==> src/rtl/irq_arb_pkg.sv <==
package irq_arb_pkg;

  localparam logic [7:0] ADDR_EN_BASE  = 8'h00;
  localparam logic [7:0] ADDR_PRI_BASE = 8'h40;
  localparam logic [7:0] ADDR_FAST     = 8'h80;
  localparam logic [7:0] ADDR_SWI      = 8'h84;

  localparam int PRI_W  = 4;
  localparam int WORD_W = 13;

  function automatic logic [WORD_W-1:0] mk_word(input logic v,
                                                input logic [PRI_W-1:0] p,
                                                input logic [7:0] s);
    return {v, p, s};
  endfunction

endpackage

==> src/rtl/irq_arb_regs.sv <==
module irq_arb_regs
  import irq_arb_pkg::*;
#(
  parameter int NSRC = 16,
  parameter int NPRI = 8
) (
  input  logic                  clk,
  input  logic                  rst_n,
  input  logic                  bus_en_i,
  input  logic                  bus_we_i,
  input  logic                  bus_half_i,
  input  logic [7:0]            bus_addr_i,
  input  logic [15:0]           bus_wdata_i,
  output logic [15:0]           bus_rdata_o,
  output logic                  bus_err_o,
  output logic [NSRC-1:0]       en_o,
  output logic [NPRI*PRI_W-1:0] pri_o,
  output logic                  fast_on_o,
  output logic [7:0]            fast_src_o,
  output logic                  swi_o
);

  localparam int NEB = (NSRC + 7) / 8;

  logic [7:0]       en_q   [NEB];
  logic [7:0]       en_d   [NEB];
  logic [PRI_W-1:0] pri_q  [NPRI];
  logic [PRI_W-1:0] pri_d  [NPRI];
  logic [15:0]      fast_q, fast_d;
  logic             swi_q, swi_d;

  logic hit_en, hit_pri, hit_fast, hit_swi, acc_ok, wr_ok;

  // address decode and size check
  always_comb begin
    hit_en   = (bus_addr_i >= ADDR_EN_BASE) && (bus_addr_i < ADDR_EN_BASE + 8'(NEB));
    hit_pri  = (bus_addr_i >= ADDR_PRI_BASE) && (bus_addr_i < ADDR_PRI_BASE + 8'(NPRI));
    hit_fast = (bus_addr_i == ADDR_FAST);
    hit_swi  = (bus_addr_i == ADDR_SWI);
    acc_ok   = (hit_fast && bus_half_i) || ((hit_en || hit_pri || hit_swi) && !bus_half_i);
    bus_err_o = bus_en_i && !acc_ok;
    wr_ok    = bus_en_i && bus_we_i && acc_ok;
  end

  // read path
  always_comb begin
    bus_rdata_o = 16'hFFFF;
    if (acc_ok) begin
      bus_rdata_o = 16'h0000;
      for (int i = 0; i < NEB; i++)
        if (bus_addr_i == ADDR_EN_BASE + 8'(i)) bus_rdata_o = {8'h00, en_q[i]};
      for (int k = 0; k < NPRI; k++)
        if (bus_addr_i == ADDR_PRI_BASE + 8'(k)) bus_rdata_o = {12'h000, pri_q[k]};
      if (hit_fast) bus_rdata_o = fast_q;
    end
  end

  // next state
  always_comb begin
    for (int i = 0; i < NEB; i++) begin
      en_d[i] = en_q[i];
      if (wr_ok && bus_addr_i == ADDR_EN_BASE + 8'(i)) en_d[i] = bus_wdata_i[7:0];
    end
    for (int k = 0; k < NPRI; k++) begin
      pri_d[k] = pri_q[k];
      if (wr_ok && bus_addr_i == ADDR_PRI_BASE + 8'(k)) pri_d[k] = bus_wdata_i[PRI_W-1:0];
    end
    fast_d = (wr_ok && hit_fast) ? bus_wdata_i : fast_q;
    swi_d  = wr_ok && hit_swi && (bus_wdata_i[7:0] == 8'd1);
  end

  always_ff @(posedge clk or negedge rst_n) begin
    if (!rst_n) begin
      for (int i = 0; i < NEB; i++) en_q[i] <= '0;
      for (int k = 0; k < NPRI; k++) pri_q[k] <= '0;
      fast_q <= '0;
      swi_q  <= 1'b0;
    end else begin
      for (int i = 0; i < NEB; i++) en_q[i] <= en_d[i];
      for (int k = 0; k < NPRI; k++) pri_q[k] <= pri_d[k];
      fast_q <= fast_d;
      swi_q  <= swi_d;
    end
  end

  genvar gn, gk;
  generate
    for (gn = 0; gn < NSRC; gn++) begin : g_en
      assign en_o[gn] = en_q[gn / 8][gn % 8];
    end
    for (gk = 0; gk < NPRI; gk++) begin : g_pri
      assign pri_o[gk*PRI_W +: PRI_W] = pri_q[gk];
    end
  endgenerate

  assign fast_on_o  = fast_q[15];
  assign fast_src_o = fast_q[7:0];
  assign swi_o      = swi_q;

  // a pulse only follows a byte write of 1 to the trigger address
  p_swi_cause_r10: assert property (@(posedge clk) disable iff (!rst_n)
    swi_o |-> $past(bus_en_i && bus_we_i && !bus_half_i &&
                    bus_addr_i == ADDR_SWI && bus_wdata_i[7:0] == 8'd1));

  // an erroring write leaves the fast-select register untouched
  p_err_wr_ignored_r11: assert property (@(posedge clk) disable iff (!rst_n)
    (bus_en_i && bus_we_i && bus_err_o) |=> $stable(fast_q));

endmodule

==> src/rtl/irq_arb_pick.sv <==
module irq_arb_pick
  import irq_arb_pkg::*;
#(
  parameter int NSRC = 16,
  localparam int SW = (NSRC > 1) ? $clog2(NSRC) : 1
) (
  input  logic [NSRC-1:0]       cand_i,
  input  logic [NSRC*PRI_W-1:0] pri_i,
  output logic                  win_v_o,
  output logic [SW-1:0]         win_src_o,
  output logic [PRI_W-1:0]      win_pri_o
);

  localparam int NP = 1 << SW;
  localparam int NN = 2 * NP - 1;

  logic             nv [NN];
  logic [PRI_W-1:0] np [NN];
  logic [SW-1:0]    ni [NN];

  // binary tree: leaves at NP-1+i, left child holds lower source numbers,
  // so the right child wins only on a strictly greater priority
  always_comb begin
    for (int i = 0; i < NP; i++) begin
      if (i < NSRC) begin
        np[NP-1+i] = pri_i[i*PRI_W +: PRI_W];
        nv[NP-1+i] = cand_i[i] && (pri_i[i*PRI_W +: PRI_W] != '0);
      end else begin
        np[NP-1+i] = '0;
        nv[NP-1+i] = 1'b0;
      end
      ni[NP-1+i] = SW'(i);
    end
    for (int k = NP - 2; k >= 0; k--) begin
      if (nv[2*k+2] && (!nv[2*k+1] || np[2*k+2] > np[2*k+1])) begin
        nv[k] = 1'b1;
        np[k] = np[2*k+2];
        ni[k] = ni[2*k+2];
      end else begin
        nv[k] = nv[2*k+1];
        np[k] = np[2*k+1];
        ni[k] = ni[2*k+1];
      end
    end
  end

  assign win_v_o   = nv[0];
  assign win_src_o = ni[0];
  assign win_pri_o = np[0];

endmodule

==> src/rtl/irq_arbiter.sv <==
module irq_arbiter
  import irq_arb_pkg::*;
#(
  parameter int NSRC = 16,
  parameter int NPRI = 8,
  localparam int MW = (NPRI > 1) ? $clog2(NPRI) : 1,
  localparam int SW = (NSRC > 1) ? $clog2(NSRC) : 1
) (
  input  logic                 clk,
  input  logic                 rst_n,
  input  logic [NSRC-1:0]      pend_i,
  input  logic [NSRC-1:0]      sense_edge_i,
  input  logic [NSRC*MW-1:0]   map_i,
  input  logic                 ack_i,
  output logic [WORD_W-1:0]    irq_word_o,
  output logic [WORD_W-1:0]    fiq_word_o,
  output logic [NSRC-1:0]      pend_clr_o,
  output logic                 swi_o,
  input  logic                 bus_en_i,
  input  logic                 bus_we_i,
  input  logic                 bus_half_i,
  input  logic [7:0]           bus_addr_i,
  input  logic [15:0]          bus_wdata_i,
  output logic [15:0]          bus_rdata_o,
  output logic                 bus_err_o
);

  logic [NSRC-1:0]       en;
  logic [NPRI*PRI_W-1:0] pri_bank;
  logic                  fast_on;
  logic [7:0]            fast_src;

  irq_arb_regs #(.NSRC(NSRC), .NPRI(NPRI)) u_regs (
    .clk(clk), .rst_n(rst_n),
    .bus_en_i(bus_en_i), .bus_we_i(bus_we_i), .bus_half_i(bus_half_i),
    .bus_addr_i(bus_addr_i), .bus_wdata_i(bus_wdata_i),
    .bus_rdata_o(bus_rdata_o), .bus_err_o(bus_err_o),
    .en_o(en), .pri_o(pri_bank),
    .fast_on_o(fast_on), .fast_src_o(fast_src), .swi_o(swi_o)
  );

  // source -> priority register indirection
  logic [NSRC*PRI_W-1:0] src_pri;
  always_comb begin
    for (int n = 0; n < NSRC; n++) begin
      src_pri[n*PRI_W +: PRI_W] = '0;
      for (int k = 0; k < NPRI; k++)
        if (map_i[n*MW +: MW] == MW'(k))
          src_pri[n*PRI_W +: PRI_W] = pri_bank[k*PRI_W +: PRI_W];
    end
  end

  logic [NSRC-1:0]  cand;
  logic             win_v;
  logic [SW-1:0]    win_src;
  logic [PRI_W-1:0] win_pri;

  assign cand = pend_i & en;

  irq_arb_pick #(.NSRC(NSRC)) u_pick (
    .cand_i(cand), .pri_i(src_pri),
    .win_v_o(win_v), .win_src_o(win_src), .win_pri_o(win_pri)
  );

  // outstanding request
  logic             cur_v_q,    cur_v_d;
  logic [SW-1:0]    cur_src_q,  cur_src_d;
  logic [PRI_W-1:0] cur_pri_q,  cur_pri_d;
  logic             cur_fast_q, cur_fast_d;
  logic             cur_edge_q, cur_edge_d;

  always_comb begin
    cur_v_d    = cur_v_q;
    cur_src_d  = cur_src_q;
    cur_pri_d  = cur_pri_q;
    cur_fast_d = cur_fast_q;
    cur_edge_d = cur_edge_q;
    if (cur_v_q) begin
      if (ack_i)
        cur_v_d = 1'b0;
      else if (!cur_edge_q && !pend_i[cur_src_q])
        cur_v_d = 1'b0;
    end else if (win_v) begin
      cur_v_d    = 1'b1;
      cur_src_d  = win_src;
      cur_pri_d  = win_pri;
      cur_fast_d = fast_on && (fast_src == 8'(win_src));
      cur_edge_d = sense_edge_i[win_src];
    end
  end

  always_ff @(posedge clk or negedge rst_n) begin
    if (!rst_n) begin
      cur_v_q    <= 1'b0;
      cur_src_q  <= '0;
      cur_pri_q  <= '0;
      cur_fast_q <= 1'b0;
      cur_edge_q <= 1'b0;
    end else begin
      cur_v_q    <= cur_v_d;
      cur_src_q  <= cur_src_d;
      cur_pri_q  <= cur_pri_d;
      cur_fast_q <= cur_fast_d;
      cur_edge_q <= cur_edge_d;
    end
  end

  always_comb begin
    pend_clr_o = '0;
    if (ack_i && cur_v_q && cur_edge_q) pend_clr_o[cur_src_q] = 1'b1;
  end

  assign irq_word_o = mk_word(cur_v_q && !cur_fast_q, cur_pri_q, 8'(cur_src_q));
  assign fiq_word_o = mk_word(cur_v_q &&  cur_fast_q, cur_pri_q, 8'(cur_src_q));

  // a newly presented source was an enabled pending candidate
  p_grant_enabled_r1: assert property (@(posedge clk) disable iff (!rst_n)
    $rose(cur_v_q) |-> ((($past(cand) >> cur_src_q) & NSRC'(1)) != '0));

  // no replacement while outstanding and neither acked nor withdrawn
  p_no_preempt_r2: assert property (@(posedge clk) disable iff (!rst_n)
    (cur_v_q && !ack_i && (cur_edge_q || pend_i[cur_src_q])) |=> (cur_v_q && $stable(cur_src_q)));

  // acknowledge drops the request at that edge
  p_ack_drop_r6: assert property (@(posedge clk) disable iff (!rst_n)
    (cur_v_q && ack_i) |=> !cur_v_q);

  // a presented request never carries priority zero
  p_pri_nonzero_r7: assert property (@(posedge clk) disable iff (!rst_n)
    cur_v_q |-> (cur_pri_q != '0));

  // the two outputs never both claim a request
  p_one_output_r5: assert property (@(posedge clk) disable iff (!rst_n)
    !(irq_word_o[12] && fiq_word_o[12]));

endmodule

==> config.mk <==
export PLATFORM = sky130hd
export DESIGN_NAME = irq_arbiter
export DESIGN_NICKNAME = d
export VERILOG_FILES = /design/src/rtl/irq_arb_pkg.sv /design/src/rtl/irq_arb_regs.sv /design/src/rtl/irq_arb_pick.sv /design/src/rtl/irq_arbiter.sv
export SDC_FILE = /design/constraint.sdc
export NUM_CORES = 1
export LEC_CHECK = 0
export BUFFER_PORTS_ARGS = -buffer_cell sky130_fd_sc_hd__buf_2
export CORE_MARGIN = 10
export CORE_UTILIZATION = 60
export DETAILED_ROUTE_END_ITERATION = 8
export MAX_ROUTING_LAYER = met4
export PLACE_DENSITY_LB_ADDON = 0.25
export SKIP_CTS_REPAIR_TIMING = 1
export SYNTH_ARGS = -nofsm -noshare
export SYNTH_HDL_FRONTEND = slang
export SYNTH_SLANG_ARGS = --single-unit
==> constraint.sdc <==
create_clock -name clk -period 11.7 [get_ports clk]
set_input_delay 1.755 -clock clk [delete_from_list [all_inputs] [get_ports clk]]
set_output_delay 1.755 -clock clk [all_outputs]
set_load 0.005 [all_outputs]
==> results.tsv, run 1 <==
metric	value	unit
ys_seq_area_share	15.54	%
clock_tree.buffer_depth	2	
standard_cell_area_after_detailed_placement	0.01275	sq mm
final_period_minus_worst_setup_slack	10.88	ns
timing.slew.headroom	13.17	%
route.antenna.remaining_nets	0	
result_of_the_run	finished clean	
timing.critical_path.slowest_cell_delay	0.59	ns
fmax	91.93	MHz
post-route-worst-setup-slack	0.8223	ns
powerDensity	70.52	mW/mm^2
tightest_slew	1.298	ns
use_met3	6.496	%
hold_end	u_regs.fast_q[14]	
final.period_utilization	92.97	%
setup.worst_path.class	input port to flop	
vdd.ir_drop.worst	0.00009510	V
power.static_leakage	5.836	nW
asyncSetResetFlopFracSynth	100.0	%
synth-edff-count	0	
postSynthRegisterBits	76	
clock_tree.root_cell	sky130_fd_sc_hd__clkbuf_16	
rr_worst_depth	41	
die_area	0.02651	sq mm
worst-r2r-setup-slack	1.60	ns
min_path_cells	1	
h-tree-depth	3	
grt_antenna_before_repair	5	
dieWidth	162.8	um
number_of_drc_violations_after_detailed_routing	0	
netlist-cell-type-count	95	
ys.warnings.count	0	
grt_pass1_vias	11210	
yosys_most_used_dff	sky130_fd_sc_hd__dfrtp_1	
pin_count	170	
top_library_cells_by_usage_in_the_layout_fill_and_taps_aside	160 x sky130_fd_sc_hd__buf_2, 111 x sky130_fd_sc_hd__mux2i_1, 102 x sky130_fd_sc_hd__mux2_2	
vias	11657	
worst_ep_required_time	11.96	ns
post_synth_inst_count	1324	
grt_overflow_total	0	
detail_route.wl_per_cell	25.68	um
num-nets-final	1541	
timing.critical_path.fanout_max	17	
detailedPlace.worstSlack	0.3772	ns
cts-buffers-inserted	9	
setup_viol	0	
tritoncts	done	
met1_use_gr	40.45	%
grt_util_met2	47.42	%
fp.coreArea	0.02017	sq mm
regToRegEndpoint	cur_fast_q	
clkLatencyLatePin	0.34	ns
hold_viol_final	0	
post_synth.cell_area_avg	9.244	sq um
instances_no_fill	1651	
most_common_cell_after_layout_fill_and_taps_aside	sky130_fd_sc_hd__buf_2	
grt_first_pass_wirelength	64510	um
drt_pass1_iterations	5	
gp_congestion	0.9497	
timing.final.max_slew_violations	0	
grt_use_total	31.66	%
fillCellCount	1639	
io_buffers	161	
grt_max_degree	50	
syn2layout_area_growth	6.860	%
critical_path.slowest_cell	sky130_fd_sc_hd__o22ai_1	
row_count	52	
share_of_post_route_cells_with_drive_strength_above_1	29.58	%
end_kind	flop	
grt_setup_unrepaired	no	
worst_hold_path_type	flop to flop	
numPlacedInstances	1630	
timing.critical_path.from_type	input port	
start_util	60.68	%
mappedNetlistArea	0.01224	sq mm
cp_data_arrival_time	11.13	ns
fin_tns_setup	0	ns
clock_sinks	76	
drt_iter0_drc	1482	
vias_per_cell	7.061	
die_y	162.8	um
clkSlewWorstSetupHoldPaths	0.06	ns
fin_worst_skew	0.004598	ns
finalInstanceArea	0.01308	sq mm
detailedPlacementHpwl	30260	um
max_cap_viol_count	0	
crit-reg2reg-launch	u_regs.pri_o[29]	
gr-max-usage-layer	met2	
routed_wl	42390	um
hold_start	u_regs.fast_q[14]	
==> how the worst max path moves through the flow <==
stage / from / to / slack, ns
after floorplan: map_i[37] / cur_fast_q / 1.83
after global placement: map_i[7] / cur_fast_q / 0.62
after detailed placement: map_i[9] / cur_fast_q / 0.38
after CTS: map_i[9] / cur_fast_q / 0.73
after global routing: map_i[28] / cur_fast_q / 0.008
final: map_i[7] / cur_fast_q / 0.82
==> worst max-delay path: cells and delay by family <==
| kind | cells | cell delay (ns) |
|---|---|---|
| simple gates | 10 | 1.79 |
| compound gates | 21 | 4.27 |
| buf+inv | 2 | 0.55 |
| mux | 3 | 1.47 |
| fa+ha+maj | 4 | 1.27 |
==> flip-flops by register name, summed over array words and instances, names as in the netlist <==
register / flops
cur_src_q: 4
u_regs.fast_q: 16
u_regs.swi_o: 1
cur_pri_q: 4
cur_edge_q: 1
cur_fast_q: 1
u_regs.en_o: 16
cur_v_q: 1
u_regs.pri_o: 32
==> where the power goes <==
group,switching (mW),total (mW),internal (mW)
Sequential,0.0354,0.314,0.278
Clock,0.118,0.291,0.172
Combinational,0.168,0.318,0.150
Total,0.321,0.922,0.601
==> routing by layer <==
| metal | vias to the layer above | routed length, um |
|---|---|---|
| met5 | - | 0 |
| met4 | 0 | 2036 |
| met3 | 166 | 4889 |
| met2 | 777 | 18960 |
| li1 | 5131 | - |
| met1 | 5583 | 16500 |
==> metrics by stage <==
step	power, mW	util, %	hold WS, ns
global route	0.9725	64.84	0.5199
detailed placement	0.6318	63.22	0.4995
CTS	0.9212	64.76	0.5144
floorplan	0.5466	-	0.4731
global placement	0.6246	63.22	0.4807
finish	0.9223	64.84	0.5158
==> kinds of logic after synthesis <==
kind of cell               after synthesis  synth area share (%)
AOI/OAI and AO/OA                      310                 18.25
xor gates and xnor gates                 1               0.07157
adders and majority gates               60                 6.134
buffers and inverters                  221                 8.546
DFF                                     76                 15.54
muxes                                  309                 36.16
other                                    1               0.03064
and+or+nand+nor                        346                 15.27
==> Yosys cell counts, types with 15 or more instances <==
master	n	area, sq um
sky130_fd_sc_hd__nor3_1	21	105.1
sky130_fd_sc_hd__a21o_1	15	112.6
sky130_fd_sc_hd__nor2b_1	29	181.4
sky130_fd_sc_hd__o21ai_0	51	255.2
sky130_fd_sc_hd__buf_2	43	215.2
sky130_fd_sc_hd__dfrtp_1	76	1902
sky130_fd_sc_hd__mux2_2	102	1149
sky130_fd_sc_hd__a21oi_1	57	285.3
sky130_fd_sc_hd__clkbuf_1	64	240.2
sky130_fd_sc_hd__a31oi_1	19	118.9
sky130_fd_sc_hd__buf_4	19	142.6
sky130_fd_sc_hd__mux2i_1	111	1111
sky130_fd_sc_hd__nand3_1	20	100.1
sky130_fd_sc_hd__mux4_2	77	1734
sky130_fd_sc_hd__inv_1	77	289.0
sky130_fd_sc_hd__nand2b_1	34	212.7
sky130_fd_sc_hd__nand4_1	17	106.4
sky130_fd_sc_hd__nor2_1	72	270.3
sky130_fd_sc_hd__o21a_1	24	180.2
sky130_fd_sc_hd__nand2_1	76	285.3
sky130_fd_sc_hd__ha_1	60	750.7
==> cell type report <==
| type | instances | area, sq um | area share, % |
|---|---|---|---|
| Inverter | 77 | 289.0 | 2.210 |
| Timing Repair Buffer | 173 | 898.4 | 6.869 |
| Multi-Input combinational cell | 1034 | 9329 | 71.33 |
| Sequential cell | 76 | 1902 | 14.54 |
| Tap cell | 270 | 337.8 | 2.583 |
| Clock inverter | 6 | 71.32 | 0.5453 |
| Antenna cell | 5 | 12.51 | 0.09567 |
| Clock buffer | 10 | 239.0 | 1.827 |
No activity file was read; power rests on OpenSTA's default activity.
==> run 2: changes to the inputs <==
--- a/config.mk
+++ b/config.mk
@@ -8,6 +8,7 @@
 export BUFFER_PORTS_ARGS = -buffer_cell sky130_fd_sc_hd__buf_2
 export CORE_MARGIN = 10
 export CORE_UTILIZATION = 60
+export CTS_BUF_LIST = sky130_fd_sc_hd__clkbuf_8
 export DETAILED_ROUTE_END_ITERATION = 8
 export MAX_ROUTING_LAYER = met4
 export PLACE_DENSITY_LB_ADDON = 0.25
==> results.tsv, run 2 (synthesis gave the netlist of run 1 again) <==
metric	value	unit
result_of_the_run	finished clean	
grt_use_total	31.56	%
worst_ep_required_time	12.00	ns
route.antenna.remaining_nets	0	
syn2layout_area_growth	6.031	%
grt_setup_unrepaired	no	
worst_hold_path_type	flop to flop	
grt_first_pass_wirelength	64100	um
tightest_slew	1.210	ns
clock_tree.root_cell	sky130_fd_sc_hd__clkbuf_8	
grt_max_degree	50	
largest_register_ffs	32	
setup.worst_path.class	input port to flop	
drt_iter0_drc	1461	
fp.coreArea	0.02017	sq mm
number_of_drc_violations_after_detailed_routing	0	
instances_no_fill	1651	
timing.critical_path.from_type	input port	
routed_wl	42050	um
top_library_cells_by_usage_in_the_layout_fill_and_taps_aside	160 x sky130_fd_sc_hd__buf_2, 111 x sky130_fd_sc_hd__mux2i_1, 102 x sky130_fd_sc_hd__mux2_2	
vias	11656	
detail_route.wl_per_cell	25.47	um
register_area	0.001902	sq mm
numPlacedInstances	1630	
standard_cell_area_after_detailed_placement	0.01275	sq mm
fin_worst_skew	0.008338	ns
row_count	52	
timing.critical_path.fanout_max	17	
crit-reg2reg-launch	u_regs.pri_o[8]	
post-route-worst-setup-slack	0.8976	ns
final_period_minus_worst_setup_slack	10.80	ns
cts-buffers-inserted	9	
clock_tree.buffer_depth	2	
h-tree-depth	3	
grt_pass1_vias	11144	
critical_path.startpoint	map_i[7]	
final.period_utilization	92.33	%
end_kind	flop	
max_cap_viol_count	0	
die_y	162.8	um
hold_start	u_regs.fast_q[8]	
num-nets-final	1541	
start_util	60.68	%
pin_count	170	
fmax	92.57	MHz
vias_per_cell	7.060	
vdd.ir_drop.worst	0.00007127	V
tritoncts	done	
critical_path.slowest_cell	sky130_fd_sc_hd__o22ai_1	
gp_congestion	0.9497	
timing.critical_path.slowest_cell_delay	0.58	ns
clkSlewWorstSetupHoldPaths	0.09	ns
drt_pass1_iterations	7	
detailedPlace.worstSlack	0.3772	ns
worst_hold_slack	0.5206	ns
finalInstanceArea	0.01298	sq mm
cp_data_arrival_time	11.10	ns
critical-path-top-delay-family	compound AO/OA/AOI/OAI gates	
powerDensity	65.28	mW/mm^2
hold_viol_final	0	
setup_viol	0	
grt_antenna_before_repair	5	
power.static_leakage	5.790	nW
crit_buf_inv	2	
grt_overflow_total	0	
post-route-util	64.34	%
die_area	0.02651	sq mm
dieWidth	162.8	um
most_common_cell_after_layout_fill_and_taps_aside	sky130_fd_sc_hd__buf_2	
fillCellCount	1672	
design_power_total	847.1	uW
io_buffers	161	
clkLatencyLatePin	0.38	ns
timing.slew.headroom	19.02	%
fin_tns_setup	0	ns
share_of_post_route_cells_with_drive_strength_above_1	29.58	%
detailedPlacementHpwl	30260	um
clock_sinks	76	
multi_input_area	0.009329	sq mm
timing.final.max_slew_violations	0	
[run 2: power breakdown]
| group | switching, mW | leakage (nW) | internal [mW] | total, mW |
|---|---|---|---|---|
| clock | 0.111 | 0.0991 | 0.106 | 0.217 |
| sequential | 0.0353 | 1.03 | 0.278 | 0.313 |
| combinational | 0.167 | 4.66 | 0.150 | 0.317 |
| total | 0.313 | 5.79 | 0.534 | 0.847 |
[run 2: final timing paths]
path,slack (ns),depth (start not counted),endpoint
min reg2reg,0.52,1,u_regs.fast_q[8]
max,0.90,40,cur_fast_q
max in group asynchronous,9.43,2,u_regs.en_o[11]
max reg2reg,1.65,39,cur_fast_q
min in group asynchronous,1.30,1,u_regs.pri_o[7]
min,0.52,1,u_regs.fast_q[8]
[run 2: layer usage]
layer / vias up / GRT usage, % / routed length (um)
met4: 0 / 14.47 / 1909
met1: 5550 / 40.48 / 16350
li1: 5140 / - / -
met2: 819 / 46.88 / 18930
met5: - / - / 0
met3: 147 / 6.775 / 4864
[run 2: worst register-to-register path: cells and delay by family (launching register included)]
family	cells	cell delay (ns)
adder cells (fa/ha/maj)	4	1.12
flip-flops	1	0.78
AND/OR/NAND/NOR	10	1.74
AO/OA/AOI/OAI	20	4.14
multiplexers	4	1.98
buffers and inverters	1	0.26
[run 2: cell type report]
cell class	count	share of cell area (%)
Multi-Input combinational cell	1034	71.89
Clock buffer	10	1.061
Antenna cell	5	0.09641
Clock inverter	6	0.5496
Timing Repair Buffer	173	6.923
Inverter	77	2.227
Tap cell	270	2.603
Sequential cell	76	14.65
==> run 3: changes to the inputs <==
==> constraint.sdc (replaced) <==
create_clock -name clk -period 10.83 [get_ports clk]
set_input_delay 1.6245 -clock clk [delete_from_list [all_inputs] [get_ports clk]]
set_output_delay 1.6245 -clock clk [all_outputs]
set_load 0.005 [all_outputs]
==> results.tsv, run 3 (synthesis gave the netlist of run 1 again) <==
metric	value	unit
powerDensity	70.19	mW/mm^2
worst_hold_path_type	flop to flop	
fmax	98.77	MHz
clock_tree.root_cell	sky130_fd_sc_hd__clkbuf_8	
route.antenna.remaining_nets	0	
result_of_the_run	finished clean	
critical-path-top-delay-family	compound AO/OA/AOI/OAI gates	
design_power_total	913.4	uW
num-nets-final	1546	
drt_pass1_iterations	8	
most_common_cell_after_layout_fill_and_taps_aside	sky130_fd_sc_hd__buf_2	
row_count	52	
vias_per_cell	7.041	
start_util	60.68	%
crit_buf_inv	3	
final.period_utilization	93.48	%
grt_antenna_before_repair	3	
die_area	0.02651	sq mm
routed_wl	42270	um
clock_tree.buffer_depth	2	
clock_sinks	76	
end_kind	flop	
detailedPlacementHpwl	30010	um
vias	11660	
fin_worst_skew	0.01246	ns
cts-buffers-inserted	9	
crit-reg2reg-launch	u_regs.pri_o[26]	
h-tree-depth	3	
hold_start	cur_pri_q[3]	
critical_path.startpoint	map_i[40]	
grt_use_total	31.77	%
syn2layout_area_growth	6.328	%
cp_data_arrival_time	10.41	ns
worst_hold_slack	0.5113	ns
share_of_post_route_cells_with_drive_strength_above_1	29.98	%
grt_max_degree	74	
clkSlewWorstSetupHoldPaths	0.10	ns
number_of_drc_violations_after_detailed_routing	0	
io_buffers	161	
timing.critical_path.from_type	input port	
setup_viol	0	
register_area	0.001902	sq mm
vdd.ir_drop.worst	0.00006748	V
die_y	162.8	um
dieWidth	162.8	um
timing.final.max_slew_violations	0	
worst_ep_required_time	11.11	ns
max_cap_viol_count	0	
power.static_leakage	5.821	nW
detail_route.wl_per_cell	25.52	um
grt_pass1_vias	11057	
tritoncts	done	
fp.coreArea	0.02017	sq mm
fin_tns_setup	0	ns
timing.slew.headroom	19.45	%
top_library_cells_by_usage_in_the_layout_fill_and_taps_aside	160 x sky130_fd_sc_hd__buf_2, 111 x sky130_fd_sc_hd__mux2i_1, 102 x sky130_fd_sc_hd__mux2_2	
final_period_minus_worst_setup_slack	10.12	ns
drt_iter0_drc	1790	
timing.critical_path.slowest_cell_delay	0.56	ns
critical_path.slowest_cell	sky130_fd_sc_hd__or4_1	
setup.worst_path.class	input port to flop	
grt_overflow_total	0	
hold_viol_final	0	
timing.critical_path.fanout_max	16	
cp_common_cell	sky130_fd_sc_hd__ha_1	
clkLatencyLatePin	0.38	ns
pin_count	170	
fillCellCount	1686	
grt_setup_unrepaired	no	
gp_congestion	0.9487	
largest_register_ffs	32	
tightest_slew	1.204	ns
grt_first_pass_wirelength	64710	um
multi_input_area	0.009341	sq mm
-- run 3: layer usage --
| layer | GRT usage (%) | part of all wire [%] |
|---|---|---|
| met3 | 7.179 | 12 |
| met5 | - | 0 |
| met1 | 40.64 | 38 |
| met4 | 14.39 | 5.5 |
| met2 | 47.14 | 44 |
-- run 3: worst min-delay path, cell delays in order, from the launching register on --
cell and delay, ns:
sky130_fd_sc_hd__dfrtp_1 0.37, sky130_fd_sc_hd__nand2_1 0.05, sky130_fd_sc_hd__o31ai_1 0.06
-- run 3: metrics by stage --
stage / utilization [%] / std cells / cell area [sq um] / setup slack [ns]
final: 64.52 / 1656 / 13010 / 0.7056
after CTS: 64.37 / 1651 / 12980 / 0.5919
after floorplan: - / 1331 / 12270 / 1.086
after detailed placement: 63.41 / 1635 / 12790 / 0.2325
after global routing: 64.50 / 1654 / 13010 / 0.08750
after global placement: 63.41 / 1635 / 12790 / 0.4163
-- run 3: final cells by class --
class / instances / area share, %
Antenna cell: 5 / 0.09614
Inverter: 77 / 2.221
Clock buffer: 9 / 0.9518
Sequential cell: 76 / 14.61
Tap cell: 270 / 2.596
Multi-Input combinational cell: 1034 / 71.78
Timing Repair Buffer: 178 / 7.192
Clock inverter: 7 / 0.5480
-- run 3: path summary, 6_finish.rpt --
| check | endpoint | slack [ns] | depth (start not counted) |
|---|---|---|---|
| worst max-delay path | cur_fast_q | 0.71 | 40 |
| worst min register to register | cur_pri_q[3] | 0.51 | 2 |
| min in group asynchronous | cur_pri_q[1] | 1.02 | 1 |
| worst max register to register | cur_fast_q | 1.36 | 37 |
| max in group asynchronous | u_regs.en_o[8] | 8.66 | 2 |
| worst min-delay path | cur_pri_q[3] | 0.51 | 2 |
-- run 3: power breakdown --
part | switching [mW] | internal [mW]
combinational | 0.181 | 0.164
clock | 0.138 | 0.0923
sequential | 0.0390 | 0.300
